### config.mk
export PLATFORM = sky130hd
export DESIGN_NAME = uart_rx_fifo_top
export DESIGN_NICKNAME = d
export VERILOG_FILES = /design/src/rtl/uart_rx_pkg.sv /design/src/rtl/uart_rx_sync.sv /design/src/rtl/uart_rx_deframer.sv /design/src/rtl/uart_rx_queue.sv /design/src/rtl/uart_rx_fifo_top.sv
export SDC_FILE = /design/constraint.sdc
export NUM_CORES = 1
export LEC_CHECK = 0
export BUFFER_PORTS_ARGS = -buffer_cell sky130_fd_sc_hd__buf_4
export CAP_MARGIN = 10
export CORE_UTILIZATION = 45
export CTS_CLUSTER_SIZE = 25
export DETAILED_ROUTE_END_ITERATION = 8
export PLACE_DENSITY = 0.59
export REMOVE_ABC_BUFFERS = 1
export SYNTH_ARGS = -nofsm -noshare
export SYNTH_HDL_FRONTEND = slang
export SYNTH_HIERARCHICAL = 1
export SYNTH_SLANG_ARGS = --single-unit
### constraint.sdc
create_clock -name clk -period 3.9 [get_ports clk]
set_input_delay 0.78 -clock clk [delete_from_list [all_inputs] [get_ports clk]]
set_output_delay 0.78 -clock clk [all_outputs]
set_load 0.1 [all_outputs]
### src/rtl/uart_rx_pkg.sv
package uart_rx_pkg;

    localparam int BYTE_W = 8;

    typedef enum logic [2:0] {
        RX_IDLE,
        RX_START,
        RX_DATA,
        RX_STOP,
        RX_HUNT
    } rx_state_e;

    typedef struct packed {
        logic              vld;
        logic              ferr;
        logic [BYTE_W-1:0] data;
    } rx_event_t;

    function automatic logic [7:0] ptr_step(input logic [7:0] p, input int depth);
        return (int'(p) == depth - 1) ? 8'd0 : p + 8'd1;
    endfunction

endpackage

### src/rtl/uart_rx_sync.sv
module uart_rx_sync #(
    parameter int STAGES = 2
) (
    input  logic clk,
    input  logic rst,
    input  logic din,
    output logic dout
);
    logic [STAGES-1:0] chain;

    always_ff @(posedge clk) begin
        if (rst) chain <= '1;
        else     chain <= {chain[STAGES-2:0], din};
    end

    assign dout = chain[STAGES-1];
endmodule

### src/rtl/uart_rx_deframer.sv
module uart_rx_deframer
    import uart_rx_pkg::*;
#(
    parameter int OVS = 16
) (
    input  logic      clk,
    input  logic      rst,
    input  logic      tick,
    input  logic      rx,
    output rx_event_t ev
);
    localparam int CW   = $clog2(OVS);
    localparam int BW   = $clog2(BYTE_W);
    localparam int HALF = OVS / 2 - 1;

    rx_state_e         state;
    logic [CW-1:0]     cnt;
    logic [BW-1:0]     bidx;
    logic [BYTE_W-1:0] shreg;

    always_ff @(posedge clk) begin
        if (rst) begin
            state <= RX_IDLE;
            cnt   <= '0;
            bidx  <= '0;
            shreg <= '0;
            ev    <= '0;
        end else begin
            ev.vld  <= 1'b0;
            ev.ferr <= 1'b0;
            if (tick) begin
                unique case (state)
                    RX_IDLE: begin
                        cnt <= '0;
                        if (!rx) state <= RX_START;
                    end
                    RX_START: begin
                        if (cnt == CW'(HALF)) begin
                            cnt  <= '0;
                            bidx <= '0;
                            state <= rx ? RX_IDLE : RX_DATA;
                        end else begin
                            cnt <= cnt + 1'b1;
                        end
                    end
                    RX_DATA: begin
                        if (cnt == CW'(OVS - 1)) begin
                            cnt   <= '0;
                            shreg <= {rx, shreg[BYTE_W-1:1]};
                            if (bidx == BW'(BYTE_W - 1)) state <= RX_STOP;
                            else                         bidx  <= bidx + 1'b1;
                        end else begin
                            cnt <= cnt + 1'b1;
                        end
                    end
                    RX_STOP: begin
                        if (cnt == CW'(OVS - 1)) begin
                            cnt     <= '0;
                            ev.data <= shreg;
                            if (rx) begin
                                ev.vld <= 1'b1;
                                state  <= RX_IDLE;
                            end else begin
                                ev.ferr <= 1'b1;
                                state   <= RX_HUNT;
                            end
                        end else begin
                            cnt <= cnt + 1'b1;
                        end
                    end
                    RX_HUNT: begin
                        if (rx) state <= RX_IDLE;
                    end
                    default: state <= RX_IDLE;
                endcase
            end
        end
    end
endmodule

### src/rtl/uart_rx_queue.sv
module uart_rx_queue
    import uart_rx_pkg::*;
#(
    parameter int DEPTH = 16,
    parameter int CNT_W = $clog2(DEPTH + 1)
) (
    input  logic              clk,
    input  logic              rst,
    input  logic              push,
    input  logic [BYTE_W-1:0] wdata,
    input  logic              pop,
    output logic [BYTE_W-1:0] rdata,
    output logic [CNT_W-1:0]  count,
    output logic              dropped
);
    localparam int PW = (DEPTH > 1) ? $clog2(DEPTH) : 1;

    logic [BYTE_W-1:0] mem [DEPTH];
    logic [PW-1:0]     wptr, rptr;
    logic              full, empty, do_push, do_pop;

    assign full    = (count == CNT_W'(DEPTH));
    assign empty   = (count == '0);
    assign do_push = push && !full;
    assign do_pop  = pop && !empty;
    assign dropped = push && full;
    assign rdata   = mem[rptr];

    always_ff @(posedge clk) begin
        if (do_push) mem[wptr] <= wdata;
    end

    always_ff @(posedge clk) begin
        if (rst) begin
            wptr  <= '0;
            rptr  <= '0;
            count <= '0;
        end else begin
            if (do_push) wptr <= PW'(ptr_step(8'(wptr), DEPTH));
            if (do_pop)  rptr <= PW'(ptr_step(8'(rptr), DEPTH));
            case ({do_push, do_pop})
                2'b10:   count <= count + 1'b1;
                2'b01:   count <= count - 1'b1;
                default: count <= count;
            endcase
        end
    end
endmodule

### src/rtl/uart_rx_fifo_top.sv
module uart_rx_fifo_top
    import uart_rx_pkg::*;
#(
    parameter int OVS   = 16,
    parameter int DEPTH = 16,
    parameter int CNT_W = $clog2(DEPTH + 1)
) (
    input  logic              clk,
    input  logic              rst,
    input  logic              baud_tick,
    input  logic              rxd,
    input  logic              rd_en,
    output logic [BYTE_W-1:0] rd_data,
    output logic [CNT_W-1:0]  rx_count,
    output logic              rx_avail,
    input  logic              ovr_clr,
    output logic              overrun,
    input  logic              ferr_clr,
    output logic              frame_err
);
    logic      rx_s;
    rx_event_t ev;
    logic      ev_vld, ev_ferr, drop;

    uart_rx_sync #(.STAGES(2)) u_sync (
        .clk(clk), .rst(rst), .din(rxd), .dout(rx_s)
    );

    uart_rx_deframer #(.OVS(OVS)) u_deframer (
        .clk(clk), .rst(rst), .tick(baud_tick), .rx(rx_s), .ev(ev)
    );

    assign ev_vld  = ev.vld;
    assign ev_ferr = ev.ferr;

    uart_rx_queue #(.DEPTH(DEPTH), .CNT_W(CNT_W)) u_queue (
        .clk(clk), .rst(rst), .push(ev_vld), .wdata(ev.data),
        .pop(rd_en), .rdata(rd_data), .count(rx_count), .dropped(drop)
    );

    assign rx_avail = (rx_count != '0);

    always_ff @(posedge clk) begin
        if (rst) begin
            overrun   <= 1'b0;
            frame_err <= 1'b0;
        end else begin
            overrun   <= drop    | (overrun   & ~ovr_clr);
            frame_err <= ev_ferr | (frame_err & ~ferr_clr);
        end
    end
endmodule

== Yosys cells after proc, flatten, opt, wreduce, memory -nomap -nowiden ==
Memory sizes are Yosys's and may differ from the RTL's. A register that Yosys moved wholly into a read port is not among the register bits.
Index checks and enable logic that the tools add are counted.

* Flip-flop bits (word level): 45
* RAM bits: 128
* Input bits: 7
* Output and inout port bits: 16
* Word-level logic and storage cells: 91
* Memories: 1

* Add/subtract/negate cells: 6
* Eq/ne operators: 19
* Mux-type cells: 25
* Bitwise logic cells: 9
* Reduce and logical (&&, ||, !) cells: 18

{| class="wikitable"
|+ Memories
! name !! depth !! width !! rd ports !! clocked after memory_dff !! write ports !! RTL line !! source
|-
| u_queue.mem || 16 || 8 || 1 || 1 || 1 || uart_rx_queue.sv:18 || <nowiki>logic [BYTE_W-1:0] mem [DEPTH];</nowiki>
|}

{| class="wikitable"
|+ Operator list
! cell !! count
|-
| two-way mux 3 bit || 10
|-
| two-way mux 4 bit || 6
|-
| one-hot mux 3 bit (5 select lines) || 1
|-
| adder 4 x 1 -> 4 bit, second input constant || 3
|-
| one-hot mux 4 bit (3 select lines) || 1
|-
| one-hot mux 5 bit (2 select lines) || 1
|-
| equality test 4 x 1 -> 1 bit, second input constant || 2
|-
| != test 2 x 1 -> 1 bit, second input constant || 4
|-
| AND reduction 7 bit || 1
|-
| equality test 3 x 2 -> 1 bit, second input constant || 2
|-
| equality test 3 bit, second input constant || 2
|-
| != test 2 bit, second input constant || 3
|-
| one-hot mux 3 bit (2 select lines) || 1
|-
| AND reduction 3 bit || 2
|-
| adder 5 x 1 -> 5 bit, second input constant || 1
|-
| equality test 5 bit, second input constant || 1
|-
| zero test 5 bit || 1
|-
| NOT 1 bit || 5
|-
| AND reduction 5 bit || 1
|-
| nonzero test 5 bit || 1
|-
| subtractor 5 x 1 -> 5 bit, second input constant || 1
|-
| equality test 4 x 3 -> 1 bit, second input constant || 1
|-
| equality test 4 bit, second input constant || 1
|-
| two-way mux 1 bit || 4
|-
| other kinds (15) || 21
|}

== Longest topological paths before layout ==
* Depth in word-level cells: 5
* Depth in mapped cells: 13
* Mapped depth without buffers: 10

== Cells and area by module ==
Netlist, hierarchy kept.

{| class="wikitable"
|+ By module, submodules not included
! module !! times used !! cells an instance !! area an instance (um^2) !! sequential area each (um^2)
|-
| uart_rx_queue || 1 || 298 || 5900.7 || 4184.0
|-
| uart_rx_deframer || 1 || 138 || 1303.8 || 560.5
|-
| uart_rx_fifo_top || 1 || 11 || 82.6 || 40.0
|-
| uart_rx_sync || 1 || 4 || 52.6 || 40.0
|}

== Worst setup path after synthesis ==
No wires, ideal clock.

* Path type: reg-to-reg
* From: register u_queue.count[2]
* To: register u_queue.count[4]
* Library setup time: 121 ps
* Arrival time: 3327 ps
* Data required time: 3779 ps
* Slack: 452 ps
* Stages on the path, launching flop included: 13
* Buffers on the path: 3
* Period minus slack after synthesis: 3448 ps
* Path through: dfxtp_1 > clkbuf_2 > nor4_1 > a21boi_1 > inv_1 > buf_2 > ha_1 > clkbuf_1 > xor2_1 > ha_1 > nand3b_1 > a31oi_1 > mux2_2

* Longest elaborated chain between the ends: 5
* Elaborated cells on any way between the ends: 12
* Those cells by class: add/sub: 2; eq/ne: 3; mux: 1; reduce/logical: 6

{| class="wikitable"
|+ Ends and longest elaborated chain
! element !! RTL line !! source
|-
| from (decl) || uart_rx_queue.sv:13 || <nowiki>output logic [CNT_W-1:0] count,</nowiki>
|-
| from (signal assigned) || uart_rx_queue.sv:42 || <nowiki>2'b10: count <= count + 1'b1;</nowiki>
|-
| from (signal assigned) || uart_rx_queue.sv:43 || <nowiki>2'b01: count <= count - 1'b1;</nowiki>
|-
| from (signal assigned) || uart_rx_queue.sv:44 || <nowiki>default: count <= count;</nowiki>
|-
| equality test 5 bit or zero test 5 bit (tied branches) || uart_rx_queue.sv:22, uart_rx_queue.sv:23 ||
|-
| zero test 1 bit, on equally long branches || uart_rx_queue.sv:24, uart_rx_queue.sv:25 ||
|-
| logical AND 1 bit, on equally long branches || uart_rx_queue.sv:24, uart_rx_queue.sv:25 ||
|-
| equality test 2 x 1 -> 1 bit or equality test 2 bit (tied branches) || uart_rx_queue.sv:41 || <nowiki>case ({do_push, do_pop})</nowiki>
|-
| one-hot mux 5 bit (2 select lines) or nonzero test 2 bit (tied branches) || - ||
|}

Parallel ways exist; a longest one is shown, timed or not.
A chain may end at the register's enable or synchronous reset.

==> flow_summary.html <==
<table>
<tr><th>Metric</th><th>Value</th></tr>
<tr><th colspan="2">Run status</th></tr>
<tr><td>Run status</td><td>finished, final reports clean</td></tr>
<tr><th colspan="2">Worst hold path</th></tr>
<tr><td>End of the worst hold path</td><td>u_sync/chain[1]</td></tr>
<tr><td>Worst min-delay path category</td><td>flip-flop to flip-flop</td></tr>
<tr><td>Startpoint of the worst hold path</td><td>u_sync/chain[0]</td></tr>
<tr><td>Hold depth</td><td>1</td></tr>
<tr><th colspan="2">Yosys</th></tr>
<tr><td>Number of synthesized flops with an enable pin</td><td>128</td></tr>
<tr><td>Cell type with the largest total area after synthesis</td><td>sky130_fd_sc_hd__edfxtp_1</td></tr>
<tr><td>Ys async rst share</td><td>0%</td></tr>
<tr><td>Flip-flop and latch count after synthesis</td><td>177</td></tr>
<tr><td>Post-synthesis instance total</td><td>451</td></tr>
<tr><td>Count of different cell masters after synthesis</td><td>59</td></tr>
<tr><td>Predominant post-synthesis flop cell</td><td>sky130_fd_sc_hd__edfxtp_1</td></tr>
<tr><td>Post-synth top area share</td><td>between 50% and 60%</td></tr>
<tr><td>Post-Synthesis Mean Instance Area</td><td>16.27 um^2</td></tr>
<tr><td>Sequential cell area fraction in the yosys report</td><td>approximately two thirds</td></tr>
<tr><td>Leading cell types by total area after synthesis</td><td>sky130_fd_sc_hd__edfxtp_1, sky130_fd_sc_hd__dfxtp_1, sky130_fd_sc_hd__mux4_2, sky130_fd_sc_hd__mux4_1, sky130_fd_sc_hd__mux2i_1</td></tr>
<tr><td>Netlist area before placement</td><td>7340 um^2</td></tr>
<tr><td>Synth warnings</td><td>6</td></tr>
<tr><th colspan="2">Critical path</th></tr>
<tr><td>Critical Path Sink Type</td><td>output port</td></tr>
<tr><td>Capture point of the worst reg-to-reg path</td><td>u_queue/count[4]</td></tr>
<tr><td>RR Startpoint</td><td>u_queue/count[2]</td></tr>
<tr><td>Critical path buffer and inverter count</td><td>2</td></tr>
<tr><td>WP data arrival</td><td>2.38 ns</td></tr>
<tr><td>Worst r2r path cells</td><td>10</td></tr>
<tr><td>Critical path type</td><td>flip-flop to output port</td></tr>
<tr><td>Sequence of cells on the critical path</td><td>buf_12 -&gt; mux4_2 -&gt; mux4_2 -&gt; buf_4</td></tr>
<tr><td>Cell with the largest stage delay on the worst path</td><td>sky130_fd_sc_hd__mux4_2</td></tr>
<tr><td>CP Launch Type</td><td>flip-flop</td></tr>
<tr><td>Worst Path Max Fanout</td><td>32</td></tr>
<tr><td>Cell repeated most along the worst path</td><td>sky130_fd_sc_hd__mux4_2</td></tr>
<tr><td>Highest cell delay on the worst timing path</td><td>0.55 ns</td></tr>
<tr><td>Register-to-Register Setup Slack</td><td>0.81 ns</td></tr>
<tr><td>Kind of cell adding the most delay to the critical path</td><td>multiplexers</td></tr>
<tr><td>Required @ worst endpoint</td><td>approximately 3.1 ns</td></tr>
<tr><th colspan="2">Power</th></tr>
<tr><td>Combinational power share</td><td>0.6%</td></tr>
<tr><td>P_int</td><td>about 3.1 mW</td></tr>
<tr><td>Switching component of the power</td><td>707.8 uW</td></tr>
<tr><td>Power density normalized to cell area</td><td>between 400 and 500 nW/um^2</td></tr>
<tr><td>Total power</td><td>~3.8 mW</td></tr>
<tr><td>Proportion of power drawn by the clock network</td><td>46.6%</td></tr>
<tr><td>Portion of total power attributed to sequential cells</td><td>52.7%</td></tr>
<tr><td>Leakage component of the power</td><td>2.633 nW</td></tr>
<tr><td>Maximum vdd ir drop</td><td>0.2908 mV</td></tr>
<tr><td>Share of total power consumed by net switching</td><td>18.73%</td></tr>
<tr><th colspan="2">Clocking</th></tr>
<tr><td>Clock-pin slew reported for the worst setup and hold paths after clock tree synthesis</td><td>around 0.060 ns</td></tr>
<tr><td>Number of H-tree branching levels</td><td>4</td></tr>
<tr><td>Number of gates resized after cts</td><td>0</td></tr>
<tr><td>Clock latency on the worst-skew pair</td><td>between 0.4 and 0.5 ns</td></tr>
<tr><td>Number of hold-repair buffers added at the cts stage</td><td>0</td></tr>
<tr><td>Sinks on Clock Net</td><td>around 180</td></tr>
<tr><td>Post-CTS setup buffer count</td><td>0</td></tr>
<tr><td>Clock tree from TritonCTS</td><td>built</td></tr>
<tr><td>Maximum clock insertion buffer count</td><td>2</td></tr>
<tr><td>Clock root buffer</td><td>sky130_fd_sc_hd__clkbuf_16</td></tr>
<tr><td>CTS Buf Count</td><td>17</td></tr>
<tr><th colspan="2">Placed design</th></tr>
<tr><td>Dpl hpwl</td><td>about 8500 um</td></tr>
<tr><td>Area of placed instances</td><td>just under 8000 um^2</td></tr>
<tr><td>Final estimated routing congestion in global placement</td><td>0.7862</td></tr>
<tr><td>Count of buffers from port buffering</td><td>22</td></tr>
<tr><th colspan="2">Routing</th></tr>
<tr><td>Number of DRC markers in iteration 0</td><td>279</td></tr>
<tr><td>Drt first pass iters</td><td>4</td></tr>
<tr><td>ANT nets after route</td><td>0</td></tr>
<tr><td>Total detailed-routing wirelength</td><td>13860 um</td></tr>
<tr><td>Length of routed met3 wiring</td><td>556 um</td></tr>
<tr><td>Amount of wire on met2 after detailed routing</td><td>6769 um</td></tr>
<tr><td>Remaining DRCs</td><td>0</td></tr>
<tr><td>Highest routing layer actually used</td><td>met4</td></tr>
<tr><td>Vias per cell</td><td>~5.5</td></tr>
<tr><td>Vias post-DR</td><td>3874</td></tr>
<tr><td>Length of routed wiring on met1</td><td>around 6300 um</td></tr>
<tr><td>Drt wl/cell</td><td>around 20 um</td></tr>
<tr><th colspan="2">GRT</th></tr>
<tr><td>Overflow left after global routing</td><td>0</td></tr>
<tr><td>Number of global-route vias before repair</td><td>between 3000 and 4000</td></tr>
<tr><td>Global router's overall resource usage</td><td>18.19%</td></tr>
<tr><td>Antenna violations before repair</td><td>0</td></tr>
<tr><td>Largest net degree at the start of global routing</td><td>46</td></tr>
<tr><td>Wire length of the first global-routing pass</td><td>21810 um</td></tr>
<tr><th colspan="2">Cells and area</th></tr>
<tr><td>Area growth from synthesis to final layout</td><td>13.06%</td></tr>
<tr><td>Top library cells by usage in the layout, fill and taps aside</td><td>sky130_fd_sc_hd__edfxtp_1, sky130_fd_sc_hd__dfxtp_1, sky130_fd_sc_hd__nor2_1</td></tr>
<tr><td>Antenna Cells</td><td>0</td></tr>
<tr><td>Count of filler cells inserted in the layout</td><td>approximately 1300</td></tr>
<tr><td>Fraction of layout cells with a size suffix above 1</td><td>20.37%</td></tr>
<tr><td>Final nets</td><td>491</td></tr>
<tr><td>Most common cell after layout, fill and taps aside</td><td>sky130_fd_sc_hd__edfxtp_1</td></tr>
<tr><td>Post-route design area</td><td>around 8300 um^2</td></tr>
<tr><th colspan="2">Floorplanning</th></tr>
<tr><td>Row cnt</td><td>46</td></tr>
<tr><td>Die extent in x</td><td>129.7 um</td></tr>
<tr><td>I/O pins</td><td>23</td></tr>
<tr><td>Initial cell density of the core</td><td>46.20%</td></tr>
<tr><td>Die outline area</td><td>approximately 17000 um^2</td></tr>
<tr><td>Floorplan core area</td><td>15890 um^2</td></tr>
<tr><td>Die Y</td><td>around 130 um</td></tr>
<tr><th colspan="2">Timing</th></tr>
<tr><td>Number of slew-limit violations in the final report</td><td>0</td></tr>
<tr><td>Transition time of the tightest slew-check pin</td><td>0.9642 ns</td></tr>
<tr><td>Worst rel slew slack</td><td>35.45%</td></tr>
<tr><td>Hold Fails Final Rpt</td><td>0</td></tr>
<tr><td>Maximum clock skew at final layout</td><td>0.006591 ns</td></tr>
<tr><td>TNS Setup</td><td>0 ns</td></tr>
<tr><td>Achievable frequency</td><td>0.3162 GHz</td></tr>
<tr><td>Period minus WS final</td><td>between 3 and 4 ns</td></tr>
<tr><td>RSZ-0062 raised after global routing</td><td>false</td></tr>
<tr><td>Number of setup violations in the final report</td><td>0</td></tr>
<tr><td>Final worst-path cycle share</td><td>81.09%</td></tr>
<tr><th colspan="2">Job</th></tr>
<tr><td>Reported max-cap violation count</td><td>0</td></tr>
</table>
-- per-layer routing --
| metal | global-route usage (%) | vias to the layer above |
|---|---|---|
| met2 | 29.25 | 70 |
| li1 | - | 1810 |
| met1 | 24.10 | 1977 |
| met4 | 7.250 | 0 |
| met5 | 0 | - |
| met3 | 4.141 | 17 |
-- flip-flops by register name, indices dropped and copies added, names as in the netlist, 2 cells and up, named ones only --
| signal | cells |
|---|---|
| u_queue/mem | 128 |
| u_deframer/ev | 10 |
| u_deframer/shreg | 8 |
| u_queue/count | 5 |
| u_deframer/cnt | 4 |
| u_queue/rptr | 4 |
| u_queue/wptr | 4 |
| u_deframer/bidx | 3 |
| u_deframer/state | 3 |
| u_sync/chain | 2 |
-- cell families after synthesis --
family / after synthesis / synth area share (%)
compound gates: 47 / 3.921
fa+ha+maj: 11 / 1.875
buf+inv: 35 / 3.324
flops: 177 / 65.73
simple gates: 115 / 8.677
mux: 60 / 15.75
xor+xnor: 6 / 0.7160
-- cells in the mapped netlist (all sizes together) (3+ instances only) --
library cell    n
nand2          16
inv             9
or3             3
nor2b           5
nand2b          4
and4            4
buf            16
o21ai          10
dfxtp          49
and3           11
edfxtp        128
a31oi           5
nor4b           5
mux4           40
a21oi          17
xor2            5
ha             11
nand3           6
mux2i          18
nor3            5
clkbuf          7
nor2           39
or3b            3
-- stage by stage --
step | std cells | hold WS (ns) | utilization, % | setup slack [ns]
finish | 702 | 0.4041 | 52.24 | 0.7376
global route | 702 | 0.4314 | 52.24 | 0.4455
CTS | 702 | 0.4083 | 52.24 | 0.6930
detailed placement | 670 | 0.3933 | 48.37 | 0.8240
global placement | 670 | 0.3928 | 48.37 | 0.9062
floorplan | 426 | 0.3832 | - | 0.4085
-- worst max path at each step --
stage	depth (start not counted)	start	to
4_1_cts	4	flip-flop	rd_data[7]
3_5_place_dp	10	u_queue/count[1]	u_queue/count[4]
3_3_place_gp	10	u_queue/count[3]	u_queue/count[4]
2_1_floorplan	2	flip-flop	rd_data[3]
6_report	4	flip-flop	rd_data[7]
5_1_grt	10	u_queue/count[1]	u_queue/count[2]
-- power by group through the flow --
| stage | clock network, mW | logic [mW] | registers [mW] |
|---|---|---|---|
| after floorplan | 0 | 0.00925 | 2.03 |
| after global placement | 0 | 0.0227 | 2.03 |
| after detailed placement | 0 | 0.0234 | 2.03 |
| after CTS | 1.80 | 0.0234 | 1.99 |
| after global routing | 1.87 | 0.0257 | 1.99 |
| final | 1.76 | 0.0228 | 1.99 |
-- layout make-up --
| class | count | area, um^2 | area share (%) |
|---|---|---|---|
| sequential | 177 | 4826 | 58.16 |
| multi-input combinational | 239 | 2313 | 27.88 |
| timing repair buffer | 28 | 222.7 | 2.684 |
| clock inverter | 14 | 185.2 | 2.232 |
| tap | 216 | 270.3 | 3.257 |
| inverter | 10 | 51.30 | 0.6182 |
| clock buffer | 18 | 429.2 | 5.172 |
Note: power is estimated with default switching activity, not from simulation.
